--- src/rtl/sbw_pkg.sv ---
package sbw_pkg;
  typedef enum logic {
    DIR_MSB_FIRST = 1'b0,
    DIR_LSB_FIRST = 1'b1
  } walk_dir_e;
endpackage

--- src/rtl/lead_one_detect.sv ---
// Combinational priority structure: index of the highest set bit.
module lead_one_detect #(
  parameter int W  = 32,
  localparam int IW = $clog2(W)
) (
  input  logic [W-1:0]  vec_i,
  output logic [IW-1:0] idx_o,
  output logic          any_o
);
  always_comb begin
    idx_o = '0;
    any_o = 1'b0;
    for (int i = 0; i < W; i++) begin
      if (vec_i[i]) begin
        idx_o = IW'(i);
        any_o = 1'b1;
      end
    end
  end
endmodule

--- src/rtl/bit_shifter.sv ---
// Working register: the bit of interest always sits at a fixed end.
module bit_shifter
  import sbw_pkg::*;
#(
  parameter int W  = 32,
  localparam int IW = $clog2(W)
) (
  input  logic          clk,
  input  logic          rst,
  input  logic          load_i,
  input  logic [W-1:0]  value_i,
  input  logic [IW-1:0] align_i,
  input  walk_dir_e     dir_i,
  input  logic          shift_i,
  output logic          cur_bit_o,
  output logic          rest_zero_o
);
  logic [W-1:0]  work_q;
  walk_dir_e     dir_q;
  logic [IW-1:0] lshamt;

  assign lshamt = IW'(W - 1) - align_i;

  always_ff @(posedge clk) begin
    if (rst) begin
      work_q <= '0;
      dir_q  <= DIR_MSB_FIRST;
    end else if (load_i) begin
      dir_q  <= dir_i;
      work_q <= (dir_i == DIR_LSB_FIRST) ? value_i : (value_i << lshamt);
    end else if (shift_i) begin
      work_q <= (dir_q == DIR_LSB_FIRST) ? (work_q >> 1) : (work_q << 1);
    end
  end

  assign cur_bit_o   = (dir_q == DIR_LSB_FIRST) ? work_q[0] : work_q[W-1];
  assign rest_zero_o = (dir_q == DIR_LSB_FIRST) ? ~|work_q[W-1:1] : ~|work_q[W-2:0];
endmodule

--- src/rtl/end_marker.sv ---
// Loadable one-hot shift register marking the final step.
module end_marker #(
  parameter int W  = 32,
  localparam int IW = $clog2(W)
) (
  input  logic          clk,
  input  logic          rst,
  input  logic          load_i,
  input  logic          arm_i,
  input  logic [IW-1:0] pos_i,
  input  logic          shift_i,
  output logic          tail_o
);
  logic [W-1:0] mark_q;

  always_ff @(posedge clk) begin
    if (rst)          mark_q <= '0;
    else if (load_i)  mark_q <= arm_i ? ({{(W-1){1'b0}}, 1'b1} << pos_i) : '0;
    else if (shift_i) mark_q <= mark_q >> 1;
  end

  assign tail_o = mark_q[0];

  a_r3_marker_onehot: assert property (@(posedge clk) disable iff (rst)
    $onehot0(mark_q));
  a_r3_marker_moves: assert property (@(posedge clk) disable iff (rst)
    (shift_i && !load_i && !mark_q[0] && mark_q != '0) |=> (mark_q != '0));
endmodule

--- src/rtl/scalar_bit_walker.sv ---
module scalar_bit_walker
  import sbw_pkg::*;
#(
  parameter int W = 32
) (
  input  logic         clk,
  input  logic         rst,
  input  logic         start_i,
  input  logic [W-1:0] scalar_i,
  input  logic         lsb_first_i,
  input  logic         step_ack_i,
  output logic         bit_o,
  output logic         valid_o,
  output logic         last_o,
  output logic         done_o
);
  localparam int IW = $clog2(W);

  logic [IW-1:0] top_idx;
  logic          nonzero;
  logic          busy_q, done_q;
  walk_dir_e     dir_q;
  logic          take, accept;
  logic          cur_bit, rest_zero, tail;
  walk_dir_e     dir_in;

  assign dir_in = walk_dir_e'(lsb_first_i);
  assign take   = start_i & ~busy_q;
  assign accept = busy_q & step_ack_i;

  lead_one_detect #(.W(W)) u_lod (
    .vec_i (scalar_i),
    .idx_o (top_idx),
    .any_o (nonzero)
  );

  bit_shifter #(.W(W)) u_shf (
    .clk         (clk),
    .rst         (rst),
    .load_i      (take),
    .value_i     (scalar_i),
    .align_i     (top_idx),
    .dir_i       (dir_in),
    .shift_i     (accept),
    .cur_bit_o   (cur_bit),
    .rest_zero_o (rest_zero)
  );

  end_marker #(.W(W)) u_mark (
    .clk    (clk),
    .rst    (rst),
    .load_i (take),
    .arm_i  (nonzero && dir_in == DIR_MSB_FIRST),
    .pos_i  (top_idx),
    .shift_i(accept),
    .tail_o (tail)
  );

  always_ff @(posedge clk) begin
    if (rst) begin
      busy_q <= 1'b0;
      done_q <= 1'b0;
      dir_q  <= DIR_MSB_FIRST;
    end else begin
      done_q <= 1'b0;
      if (take) begin
        dir_q <= dir_in;
        if (nonzero) busy_q <= 1'b1;
        else         done_q <= 1'b1;
      end else if (accept && last_o) begin
        busy_q <= 1'b0;
        done_q <= 1'b1;
      end
    end
  end

  assign valid_o = busy_q;
  assign bit_o   = busy_q & cur_bit;
  assign last_o  = busy_q & ((dir_q == DIR_LSB_FIRST) ? rest_zero : tail);
  assign done_o  = done_q;

  a_r8_hold_on_stall: assert property (@(posedge clk) disable iff (rst)
    (valid_o && !step_ack_i) |=> (valid_o && $stable(bit_o) && $stable(last_o)));
  a_r7_done_after_final: assert property (@(posedge clk) disable iff (rst)
    (valid_o && step_ack_i && last_o) |=> (done_o && !valid_o));
  a_r7_done_single: assert property (@(posedge clk) disable iff (rst)
    done_o |=> !done_o);
  a_r9_start_ignored: assert property (@(posedge clk) disable iff (rst)
    (valid_o && start_i && !(step_ack_i && last_o)) |=> valid_o);
  a_r5_no_overlap: assert property (@(posedge clk) disable iff (rst)
    !(done_o && valid_o));
  a_r2_first_is_one: assert property (@(posedge clk) disable iff (rst)
    ($rose(valid_o) && dir_q == DIR_MSB_FIRST) |-> bit_o);
endmodule

--- config.mk ---
export PLATFORM = sky130hd
export DESIGN_NAME = scalar_bit_walker
export DESIGN_NICKNAME = d
export VERILOG_FILES = /design/src/rtl/sbw_pkg.sv /design/src/rtl/lead_one_detect.sv /design/src/rtl/bit_shifter.sv /design/src/rtl/end_marker.sv /design/src/rtl/scalar_bit_walker.sv
export SDC_FILE = /design/constraint.sdc
export NUM_CORES = 1
export LEC_CHECK = 0
export ABC_AREA = 1
export CAP_MARGIN = 20
export CELL_PAD_IN_SITES_DETAIL_PLACEMENT = 1
export CELL_PAD_IN_SITES_GLOBAL_PLACEMENT = 1
export CORE_MARGIN = 3
export CORE_UTILIZATION = 41
export CTS_CLUSTER_DIAMETER = 200
export DETAILED_ROUTE_END_ITERATION = 10
export HOLD_SLACK_MARGIN = 0.08
export PLACE_DENSITY = 0.82
export SLEW_MARGIN = 20
export SYNTH_ARGS = -nofsm -noshare
export SYNTH_HDL_FRONTEND = slang
export SYNTH_SLANG_ARGS = --single-unit
--- constraint.sdc ---
create_clock -name clk -period 3.7 [get_ports clk]
set_clock_uncertainty 0.15 [all_clocks]
set_input_delay 0.74 -clock clk [delete_from_list [all_inputs] [get_ports clk]]
set_output_delay 0.74 -clock clk [all_outputs]
set_load 0.01 [all_outputs]
**Word level (Yosys, flattened, before mapping)**

Index checks and enable logic that the tools add are counted.

- Bits in registers: 67
- Latch bits: 0
- RAM bits: 0
- Bits in read-only memories: 0
- Output and inout bits: 4
- Logic and storage cells: 100
- Memories: 0

- $add $sub $neg: 1
- $mul: 0
- Divide/modulo/power cells: 0
- Magnitude comparators: 0
- Equality and inequality tests: 1
- Shift-type cells: 2
- Muxes and demuxes: 78
- Bitwise logic cells: 6
- Reductions and logical operators: 7

Operators with widths:

| operator | count |
|---|---|
| two-way mux 32 bit | 7 |
| two-way mux 5 bit | 16 |
| two-way mux 1 bit | 41 |
| two-way mux 4 bit | 8 |
| left shift 1 x 5 -> 32 bit (first input constant) | 1 |
| left shift 32 x 5 -> 32 bit | 1 |
| OR reduction 31 bit | 1 |
| two-way mux 3 bit | 4 |
| subtractor 5 bit (first input constant) | 1 |
| AND 1 bit | 4 |
| two-way mux 2 bit | 2 |
| nonzero test 2 bit | 2 |
| logical AND 1 bit | 2 |
| inequality test 2 bit (second input constant) | 1 |
| inverter 1 bit | 2 |
| AND reduction 2 bit | 1 |
| zero test 1 bit | 1 |

**Longest topological paths before layout**

Gate-level depths: netlist of the first run.

- Word-level depth: 35
- Mapped depth: 40

**Hierarchy**

A second synthesis of the first run with hierarchy kept.

- Cell total of the unflattened synthesis: 981
- Area total of the unflattened synthesis: 5840.6 sq um

By module, submodules not included:

| module | times used | cells each | area each (sq um) | seq. area each (sq um) |
|---|---|---|---|---|
| bit_shifter | 1 | 622 | 3668.5 | 660.6 |
| end_marker | 1 | 228 | 1584.0 | 640.6 |
| lead_one_detect | 1 | 106 | 430.4 | 0.0 |
| scalar_bit_walker | 1 | 25 | 157.7 | 60.1 |

**Worst setup path before layout of the first run**

Ideal clock, no wire load.

- Kind: input -> register
- Start: input scalar_i[2]
- End: register u_shf.work_q[30]
- Arrival time: 2.848 ns
- Path slack: 0.574 ns
- Stages: 39
- Path through: inv_2 -> nand2_1 -> nand2_1 -> nand2_1 -> nand2_1 -> nand2_1 -> nand2_1 -> nand2_1 -> nand2_1 -> nand2_1 -> nand2_1 -> nand2_1 -> nand2_1 -> nand2_1 -> nand2_1 -> nand2_1 -> nand2_1 -> nand2_1 -> [3 not listed] -> nand2_1 -> nand2_1 -> nand2_1 -> nand2_1 -> nand2_1 -> nand2_1 -> nand2_1 -> nand2_2 -> buf_2 -> nand3_1 -> nand3_1 -> nand2_1 -> nand2_1 -> nand3_1 -> nand3_1 -> nand3_1 -> nand2_1 -> a21oi_1

- Cells in the longest elaborated chain, start to end: 34

Ends and longest elaborated chain:

| item | RTL line | source |
|---|---|---|
| start, declared | scalar_bit_walker.sv:9 | `input logic [W-1:0] scalar_i,` |
| two-way mux 2 bit (2 in series) | lead_one_detect.sv:14 | `if (vec_i[i]) begin` |
| two-way mux 3 bit (4 in series) | lead_one_detect.sv:14 |  |
| two-way mux 4 bit (8 in series) | lead_one_detect.sv:14 |  |
| two-way mux 5 bit (16 in series) | lead_one_detect.sv:14 |  |
| subtractor 5 bit | bit_shifter.sv:22 | `assign lshamt = IW'(W - 1) - align_i;` |
| left shift 32 x 5 -> 32 bit * | bit_shifter.sv:30 | `work_q <= (dir_i == DIR_LSB_FIRST) ? value_i : (value_i << lshamt);` |
| two-way mux 32 bit * | bit_shifter.sv:30 |  |
| two-way mux 32 bit * | bit_shifter.sv:28 | `end else if (load_i) begin` |
| end signal, assigned | bit_shifter.sv:30 |  |
| end signal, assigned | bit_shifter.sv:32 | `work_q <= (dir_q == DIR_LSB_FIRST) ? (work_q >> 1) : (work_q << 1);` |
| end, declared | bit_shifter.sv:18 | `logic [W-1:0] work_q;` |

Every way passes the cells marked *; elsewhere a longest branch is shown, timed or not.
A chain may end at the register's enable or synchronous reset.

**Final worst setup path of the first run**

- Start: input scalar_i[3]
- End: register u_shf.work_q[27]

- Cells in the longest elaborated chain, start to end: 33

Ends and longest elaborated chain:

| item | RTL line |
|---|---|
| two-way mux 2 bit | lead_one_detect.sv:14 |
| two-way mux 3 bit (4 in series) | lead_one_detect.sv:14 |
| two-way mux 4 bit (8 in series) | lead_one_detect.sv:14 |
| two-way mux 5 bit (16 in series) | lead_one_detect.sv:14 |
| subtractor 5 bit | bit_shifter.sv:22 |
| left shift 32 x 5 -> 32 bit * | bit_shifter.sv:30 |
| two-way mux 32 bit * | bit_shifter.sv:30 |
| two-way mux 32 bit * | bit_shifter.sv:28 |

Marks and branches as above.

==> flow_metrics.tcl, run 1 <==
set metrics [dict create \
    status "finished, violations left" \
    violations "negative setup slack" \
    drv_cap 0 \
    start_util 0.4230 \
    h-tree-depth 3 \
    synth-edff-count 0 \
    die_x_um 120.8 \
    required_ns 3.77 \
    place.gp.congestion 0.9265 \
    p_sw_frac 0.3953 \
    nNetsFinal 1078 \
    dp_hpwl_um 16490 \
    hp-class "reg -> reg" \
    coreArea_sq_um 12770 \
    setup-tns-final_ns -16.62 \
    dp.cells 1190 \
    io_pins 41 \
    tightest_slew_ns 0.6193 \
    drt_iter0_drc 1488 \
    p_sw_w 0.001112 \
    period_share 1.190 \
    syn_area_sq_um 5403 \
    slowest_stage "nand3_1" \
    synth_cells 951 \
    fmax_mhz 227.2 \
    grt_pass1_wl_um 38300 \
    cts-root-buf "clkbuf_16" \
    cp_data_arrival_time_ns 4.47 \
    grt_pass1_vias 7398 \
    clock_power_share 0.315 \
    max_stage_delay_ns 0.25 \
    fp.dieH_um 120.8 \
    slew_violations 0 \
    ys_warn_count 0 \
    nFillCells 1652 \
    drive_gt1_frac 0.3069 \
    stdcell_area_sq_um 8033 \
    grt_max_degree 70 \
    antenna_found_initial 0 \
    synth_cell_types 30 \
    cts_inserted_buffers 9 \
    synth_fa_ha_area_frac 0 \
    syn_nets 988 \
    synth.avg_cell_area_sq_um 5.681 \
    path_common_cell "nand2_1" \
    leakage_nw 3.380 \
    synth_compound_area_frac 0.2304 \
    vdd_drop_max_mv 0.3311 \
    clock_latency_ns 0.35 \
    critPathMaxFanout 7 \
    stdcell_count 1218 \
    p_int_w 0.001701 \
    synth_flop_cell "dfxtp_1" \
    ys_seq_elements 67 \
    power_frac_comb 0.378 \
    ys_seq_area_frac 0.2483 \
    clock-sinks 67 \
    async_reset_ff_frac 0 \
    setup_viol 61 \
    track_usage 0.3283 \
    synth_xor_area_frac 0 \
    clockBufferDepth 2 \
    synthSimpleGateAreaFrac 0.4203 \
    clk_pin_slew_ns 0.07 \
    area_delta_synth_final_pct 48.68 \
    first_pass_iters 8 \
    dpl-instance-area_sq_um 6594 \
    portBuffers 40 \
    routedWlPerCell_um 28.21 \
    num_vias 8662 \
    hold_violations 0 \
    diodes 0 \
    relSlewSlack 0.5833 \
    rsz0062_at_grt "yes" \
    routed_wl_um 34360 \
    synth.area.mux_share 0 \
    die-area_sq_um 14590 \
    cts_tree "yes" \
    ant_nets 0 \
    via_per_inst 7.112 \
    gr-total-overflow 0 \
    cp-start-kind "input port" \
    post-route-min-period_ns 4.401 \
    final_cell_mix "131 x a21oi_1, 122 x nand2_1, 116 x nand3_2" \
    end_kind "flop" \
    setup.worst_path.class "in -> reg" \
    drc 0 \
    synth_top_family_by_area "simple AND/OR/NAND/NOR gates" \
    core.rowCount 41 \
    layout_commonest_cell "a21oi_1" \
    fin_ws_ns -0.7012 \
    seq_power_share 0.306 \
    powerDensity_nw_per_um2 350.3 \
]
==> per-stage QoR <==
step | setup slack, ns | total power (W) | utilization | hold slack, ns
2_1_floorplan | 0.5740 | 0.001303 | - | 0.2957
3_3_place_gp | -0.3927 | 0.001594 | 0.5162 | 0.3464
3_5_place_dp | -0.5128 | 0.001620 | 0.5162 | 0.3594
4_1_cts | -0.009247 | 0.002514 | 0.5512 | 0.3699
5_1_grt | -0.8693 | 0.002889 | 0.6289 | 0.4055
6_report | -0.7012 | 0.002814 | 0.6289 | 0.3679
==> cell usage after synthesis, types with 2 or more instances <==
cell type / count / area, sq um
o22ai_1: 2 / 12.51
clkinv_1: 3 / 11.26
nor2_1: 72 / 270.3
nor4_1: 9 / 56.30
inv_2: 2 / 7.510
buf_1: 9 / 33.78
buf_4: 2 / 15.01
a22oi_1: 4 / 30.03
nand2_1: 166 / 623.1
a31oi_1: 2 / 12.51
dfxtp_1: 67 / 1341
nand3_1: 232 / 1161
o21ai_0: 81 / 405.4
a21oi_1: 141 / 705.7
nand4_1: 16 / 100.1
nor3_1: 7 / 35.03
buf_2: 7 / 35.03
clkbuf_1: 52 / 195.2
inv_1: 63 / 236.5
o211ai_1: 4 / 30.03
==> sequential cells by signal (all words and copies together), names as in the netlist <==
register       cells
u_mark.mark_q     32
u_shf.work_q      32
done_o             1
u_shf.dir_q        1
valid_o            1
==> power groups by stage <==
stage	combinational [W]	clock, W	sequential [W]
after global routing	0.00111	0.000915	0.000864
final	0.00106	0.000887	0.000862
after detailed placement	0.000760	0	0.000860
after global placement	0.000737	0	0.000858
after CTS	0.000790	0.000876	0.000848
after floorplan	0.000460	0	0.000842
==> metal layers <==
metal	global-route usage	share of wire	routed length [um]
met5	0	0	0
met4	0.1728	0.10	3486
met3	0.06361	0.11	3855
met1	0.3938	0.35	11960
met2	0.5547	0.44	15050
==> final cells by class <==
type                       count  area (sq um)  share of cell area
clock inverter                 5         52.55            0.006542
multi-input combinational    745          4467              0.5561
inverter                      68         260.3             0.03240
sequential                    67          1341              0.1670
tap                          172         215.2             0.02679
clock buffer                  11         242.7             0.03022
timing repair buffer         150          1454              0.1810
==> worst paths after layout <==
check	endpoint	cells past startpoint	startpoint	slack (ns)
worst min register to register	u_mark.mark_q[21]	2	u_mark.mark_q[22]	0.37
worst max register to register	u_shf.work_q[14]	8	u_shf.dir_q	1.09
worst min-delay path	u_mark.mark_q[21]	2	u_mark.mark_q[22]	0.37
worst max-delay path	u_shf.work_q[27]	39	scalar_i[3]	-0.70
==> cells by family (layout without fill, tap and decap cells) <==
| group | after synthesis | after routing |
|---|---|---|
| buf+inv | 139 | 234 |
| simple gates | 505 | 505 |
| compound gates | 240 | 240 |
| flops | 67 | 67 |
==> repair_timing <==
| action | CTS | global route |
|---|---|---|
| buffers inserted | 1 | 6 |
| gates cloned | 1 | 4 |
| endpoints found under the setup margin | 20 | 55 |
| gates resized for setup | 30 | 205 |
| hold buffers | 0 | 0 |
| pin swaps | 9 | 48 |
| hold endpoints to repair | 0 | 0 |
==> critical path: cells and delay by family <==
kind,cells,cell delay (ns)
AOI/OAI and AO/OA,1,0.06
buffers and inverters,3,0.38
and+or+nand+nor,35,3.27
No activity file was read; power rests on OpenSTA's default activity.
==> run 2, diff against run 1 <==
CORE_UTILIZATION = 42   (was 41)
PLACE_DENSITY = 0.83   (was 0.82)
SYNTH_HIERARCHICAL = 1   (was default)
==> run 2 against run 1 <==
Effect of this change:
- the flow still finishes with violations (negative setup slack)
- register-to-register slack got worse by 0.29 ns
- flip-flop and latch count rose by 1
- sequential share of layout area fell by 0.62 points
- first-iteration DRC count rose by 6.7%
- maximum frequency rose by 7.2%
- power rose by 4.3%
- area after synthesis rose by 8.1%
- count of clock-buffer cells in the layout fell by 2
- sequential power fell by 0.5%
- critical path type unchanged
- critical endpoint is now u_shf/work_q[23]
- largest power group unchanged
==> flow_metrics.tcl, run 2 <==
set metrics [dict create \
    drive_gt1_frac 0.3814 \
    h-tree-depth 3 \
    clock_latency_ns 0.36 \
    place.gp.congestion 0.9227 \
    rsz0062_at_grt "yes" \
    cp_data_arrival_time_ns 4.22 \
    post-route-min-period_ns 4.106 \
    cts-root-buf "clkbuf_16" \
    via_per_inst 7.436 \
    num_vias 9146 \
    fp.dieH_um 123.9 \
    drv_cap 0 \
    core.rowCount 42 \
    critPathMaxFanout 7 \
    ys_seq_area_frac 0.2331 \
    r2r_setup_slack_ns 0.80 \
    io_pins 41 \
    nFillCells 1666 \
    reg2regPathDepth 9 \
    crit-reg2reg-launch "valid_o" \
    end_kind "flop" \
    slowest_stage "nand3_1" \
    ant_nets 0 \
    track_usage 0.3504 \
    path_common_cell "nand2_1" \
    tightest_slew_ns 1.119 \
    synth.avg_cell_area_sq_um 5.954 \
    layout_commonest_cell "nand2_1" \
    synthTopCellsByArea "dfxtp_1 23%, nand3_1 20%, nand2_1 14%" \
    multi_input_area_sq_um 4976 \
    leakage_nw 3.514 \
    setup_viol 54 \
    drt_iter0_drc 1587 \
    routed_wl_um 37800 \
    required_ns 3.81 \
    synth_cells 981 \
    synth-edff-count 0 \
    clockBufferDepth 2 \
    cp-start-kind "input port" \
    final_cell_mix "154 x nand2_1, 140 x nand3_2, 87 x nand3_1" \
    hold_start "dir_q" \
    die-area_sq_um 15360 \
    hold_path_end "dir_q" \
    drc 0 \
    grt_max_degree 47 \
    post-synth-top-area-fraction 0.2331 \
    grt_pass1_vias 7648 \
    antenna_found_initial 1 \
    reg_top3 "u_mark/mark_q x32, u_shf/work_q x32" \
    yosysMostFrequentCell "nand3_1" \
    hold_violations 0 \
    area_delta_synth_final_pct 44.92 \
    status "finished, violations left" \
    fmax_mhz 243.6 \
    dr.max_layer_used "met5" \
    m1WireLength_um 12770 \
    max_stage_delay_ns 0.20 \
    dr_wl_met2_um 15770 \
    grt_pass1_wl_um 41680 \
    gr-total-overflow 0 \
    diodes 0 \
    whs_path_depth 2 \
    ys_top_cells_by_count "237 x nand3_1, 211 x nand2_1, 76 x nor2_1, 73 x o21ai_0, 68 x dfxtp_1" \
    routedWlPerCell_um 30.73 \
    syn_area_sq_um 5841 \
    setup.worst_path.class "in -> reg" \
    first_pass_iters 8 \
    start_util 0.4359 \
    vdd_drop_max_mv 0.3126 \
    hp-class "reg -> reg" \
    seq_area_sq_um 1361 \
    setup-tns-final_ns -9.319 \
    cts_inserted_buffers 9 \
    coreArea_sq_um 13400 \
    period_share 1.110 \
    powerDensity_nw_per_um2 346.7 \
    synth_cell_types 41 \
    die_x_um 123.9 \
    wl_met3_um 5225 \
    dp_hpwl_um 16590 \
    portBuffers 40 \
    relSlewSlack 0.2530 \
    fin_ws_ns -0.4059 \
    clk_pin_slew_ns 0.07 \
    clock-sinks 68 \
    syn_nets 1018 \
    final_core_util 0.6317 \
    nNetsFinal 1086 \
    async_reset_ff_frac 0 \
    synth_flop_cell "dfxtp_1" \
    ys_seq_elements 68 \
    slew_violations 0 \
    yosys.area.top_type "dfxtp_1" \
    cts_tree "yes" \
    r2r_end "u_shf/work_q[1]" \
    ys_warn_count 6 \
    violations "negative setup slack" \
]
[run 2: critical path: cells and delay by family]
kind | cells | cell delay (ns)
buffers and inverters | 4 | 0.50
and+or+nand+nor | 37 | 2.76
AOI/OAI and AO/OA | 1 | 0.18
[run 2: worst max path at each step]
stage / start / end / slack [ns] / cells past startpoint
3_3_place_gp: scalar_i[2] / u_shf/work_q[31] / -0.50 / 45
5_1_grt: scalar_i[2] / u_shf/work_q[23] / -0.66 / 42
2_1_floorplan: scalar_i[2] / u_shf/work_q[21] / 0.33 / 42
6_report: scalar_i[2] / u_shf/work_q[23] / -0.41 / 42
3_5_place_dp: scalar_i[2] / u_shf/work_q[26] / -0.60 / 42
4_1_cts: scalar_i[1] / u_shf/work_q[31] / -0.004 / 42
[run 2: metrics by stage]
stage	total power [W]	area, sq um	hold WS, ns	worst slack (ns)	instances
finish	0.002935	8464	0.3590	-0.4059	1230
detailed placement	0.001576	6634	0.3242	-0.6047	1196
floorplan	0.001314	5841	0.3019	0.3338	981
CTS	0.002607	7505	0.3593	-0.004295	1225
global route	0.002991	8464	0.3804	-0.6577	1230
global placement	0.001556	6634	0.3217	-0.4954	1196
[run 2: kinds of logic after synthesis]
family,Yosys count,synth area share
DFF,68,0.2331
and+or+nand+nor,576,0.4539
buffers and inverters,146,0.1253
AOI/OAI and AO/OA,191,0.1877
[run 2: power by group]
group	switching, W	internal, W	leakage (nW)	total, W
Combinational	0.000728	0.000363	2.80	0.00109
Sequential	0.0000601	0.000798	0.560	0.000858
Clock	0.000391	0.000594	0.156	0.000986
[run 2: repair_timing]
| action | in CTS | in global routing |
|---|---|---|
| buffers inserted | 9 | 5 |
| setup endpoints to repair | 38 | 64 |
| gates resized for setup | 103 | 231 |
| cloned | 4 | 0 |
| pin swaps | 27 | 100 |
| hold buffers | 0 | 0 |
[run 2: metal layers]
| metal | vias up | track usage |
|---|---|---|
| met3 | 395 | 0.06222 |
| met2 | 996 | 0.5377 |
| met4 | 2 | 0.1547 |
| met5 | - | 0 |
| met1 | 4245 | 0.4805 |
| li1 | 3508 | - |
[run 2: layout make-up]
cell class              count  share of cell area
repair inverters            2            0.003843
repair buffers            124              0.1449
clock buffers               9             0.02661
clock inverters             7             0.01168
well taps                 176             0.02602
flip-flops and latches     68              0.1608
inverters                  77             0.03829
multi-input cells         767              0.5879
==> run 3, diff against run 2 <==
SETUP_SLACK_MARGIN = 0.5   (was default)
==> run 3 against run 2 <==
Effect of this change:
- the run still ends with negative setup slack left
- die area did not move
- cell count grew 0.33%
- register-to-register slack better by 0.26 ns
- power fell by 4.2%
- critical path type unchanged
- critical endpoint is now u_shf/work_q[28]
- largest power group unchanged
- highest routed layer is now met4
==> flow_metrics.tcl, run 3 (synthesis gave the netlist of run 2 again) <==
set metrics [dict create \
    place.gp.congestion 0.9282 \
    reg2regPathDepth 6 \
    track_usage 0.3987 \
    fmax_mhz 240.4 \
    grt_pass1_vias 8480 \
    nFillCells 1702 \
    start_util 0.4359 \
    drv_cap 0 \
    power_w 0.002812 \
    drive_gt1_frac 0.3459 \
    powerDensity_nw_per_um2 336.0 \
    cts_hold_buf 0 \
    grtUsageMet2 0.6249 \
    tightest_slew_ns 0.9065 \
    r2r_setup_slack_ns 1.06 \
    routed_wl_um 36890 \
    die-area_sq_um 15360 \
    hp-class "reg -> reg" \
    period_share 1.124 \
    num_vias 9050 \
    clock-sinks 68 \
    dp_hpwl_um 17070 \
    gr-total-overflow 0 \
    grt_busiest_layer "met2" \
    core.rowCount 42 \
    io_pins 41 \
    p_sw_w 0.001134 \
    leakage_nw 3.489 \
    clock_latency_ns 0.35 \
    worst-path-buf-inv 4 \
    clk_pin_slew_ns 0.06 \
    coreArea_sq_um 13400 \
    drt_iter0_drc 1761 \
    cp-start-kind "input port" \
    ant_nets 0 \
    fp.dieH_um 123.9 \
    setup_viol 60 \
    cp_data_arrival_time_ns 4.28 \
    critPathMaxFanout 8 \
    slowest_stage "clkdlybuf4s15_2" \
    status "finished, violations left" \
    seq_power_share 0.306 \
    final_cell_mix "156 x nand2_1, 125 x nand3_1, 106 x nand3_2" \
    layout_commonest_cell "nand2_1" \
    cp_top_family "simple AND/OR/NAND/NOR gates" \
    clockBufferDepth 2 \
    end_kind "flop" \
    h-tree-depth 3 \
    max_stage_delay_ns 0.19 \
    hold_violations 0 \
    post-route-min-period_ns 4.160 \
    grt_max_degree 47 \
    cts_tree "yes" \
    die_x_um 123.9 \
    whs_path_depth 2 \
    cp_num_cells 38 \
    relSlewSlack 0.3919 \
    setup.worst_path.class "in -> reg" \
    cts_inserted_buffers 9 \
    nNetsFinal 1091 \
    slew_violations 0 \
    p_int_w 0.001678 \
    p_sw_frac 0.4034 \
    portBuffers 40 \
    cts-root-buf "clkbuf_16" \
    gr-usage-met1 0.5053 \
    via_per_inst 7.334 \
    seq_area_sq_um 1363 \
    fin_ws_ns -0.4599 \
    clock_power_share 0.313 \
    area_delta_synth_final_pct 43.32 \
    multi_input_area_sq_um 4858 \
    drc 0 \
    hold-worst-slack_ns 0.3536 \
    diodes 0 \
    grt_pass1_wl_um 47410 \
    reg_top3 "u_mark/mark_q x32, u_shf/work_q x32" \
    rsz0062_at_grt "yes" \
    routedWlPerCell_um 29.89 \
    vdd_drop_max_mv 0.4683 \
    use_met3 0.09946 \
    first_pass_iters 7 \
    power_frac_comb 0.381 \
    required_ns 3.82 \
    antenna_found_initial 0 \
    violations "negative setup slack" \
    path_common_cell "nand2_1" \
]
-- run 3: area by class of cell --
cell class                 count  area share
timing repair buffer         128      0.1522
inverter                      77     0.03901
timing repair inverter         3    0.004484
clock inverter                 6    0.007922
multi-input combinational    767      0.5804
clock buffer                   9     0.02691
tap                          176     0.02631
sequential                    68      0.1628
-- run 3: path summary, 6_finish.rpt --
kind / startpoint / to
worst max-delay path: scalar_i[6] / u_shf/work_q[28]
worst max register to register: valid_o / u_shf/work_q[1]
worst min register to register: dir_q / dir_q
worst min-delay path: dir_q / dir_q
-- run 3: worst reg2reg max path, cell delays in order (launching register included) --
cell and delay [ns]:
dfxtp_1 0.48, nor2_4 0.08, nor2_1 0.16, clkinv_1 0.73, o21ai_0 0.70, a21oi_1 0.12, nor2_1 0.14
-- run 3: power groups by stage --
stage	clock, W	combinational [W]	sequential, W
after global placement	0	0.000735	0.000859
after floorplan	0	0.000500	0.000844
after CTS	0.000864	0.000843	0.000846
final	0.000880	0.00107	0.000860
after detailed placement	0	0.000757	0.000860
after global routing	0.000918	0.00110	0.000863
-- run 3: per-layer routing --
metal  vias up  wire (um)
met2       985      15910
met1      4246      13240
met4         0       3033
met3       311       4703
li1       3508          -
met5         -          0
-- run 3: what timing repair did --
item	4_1_cts	5_1_grt
hold endpoints to repair	0	0
buffers inserted	3	6
pin swaps	52	50
setup endpoints to repair	65	65
cloned	6	1
gates resized for setup	124	102
-- run 3: through the flow --
stage	utilization	TNS, ns	setup slack (ns)	area, sq um	cells
floorplan	-	0	0.4104	6146	981
global placement	0.5238	-17.49	-0.4679	7019	1203
detailed placement	0.5238	-28.59	-0.6787	7019	1203
CTS	0.5870	0	0.09872	7866	1227
global route	0.6247	-20.60	-0.5584	8371	1234
finish	0.6247	-12.84	-0.4599	8371	1234
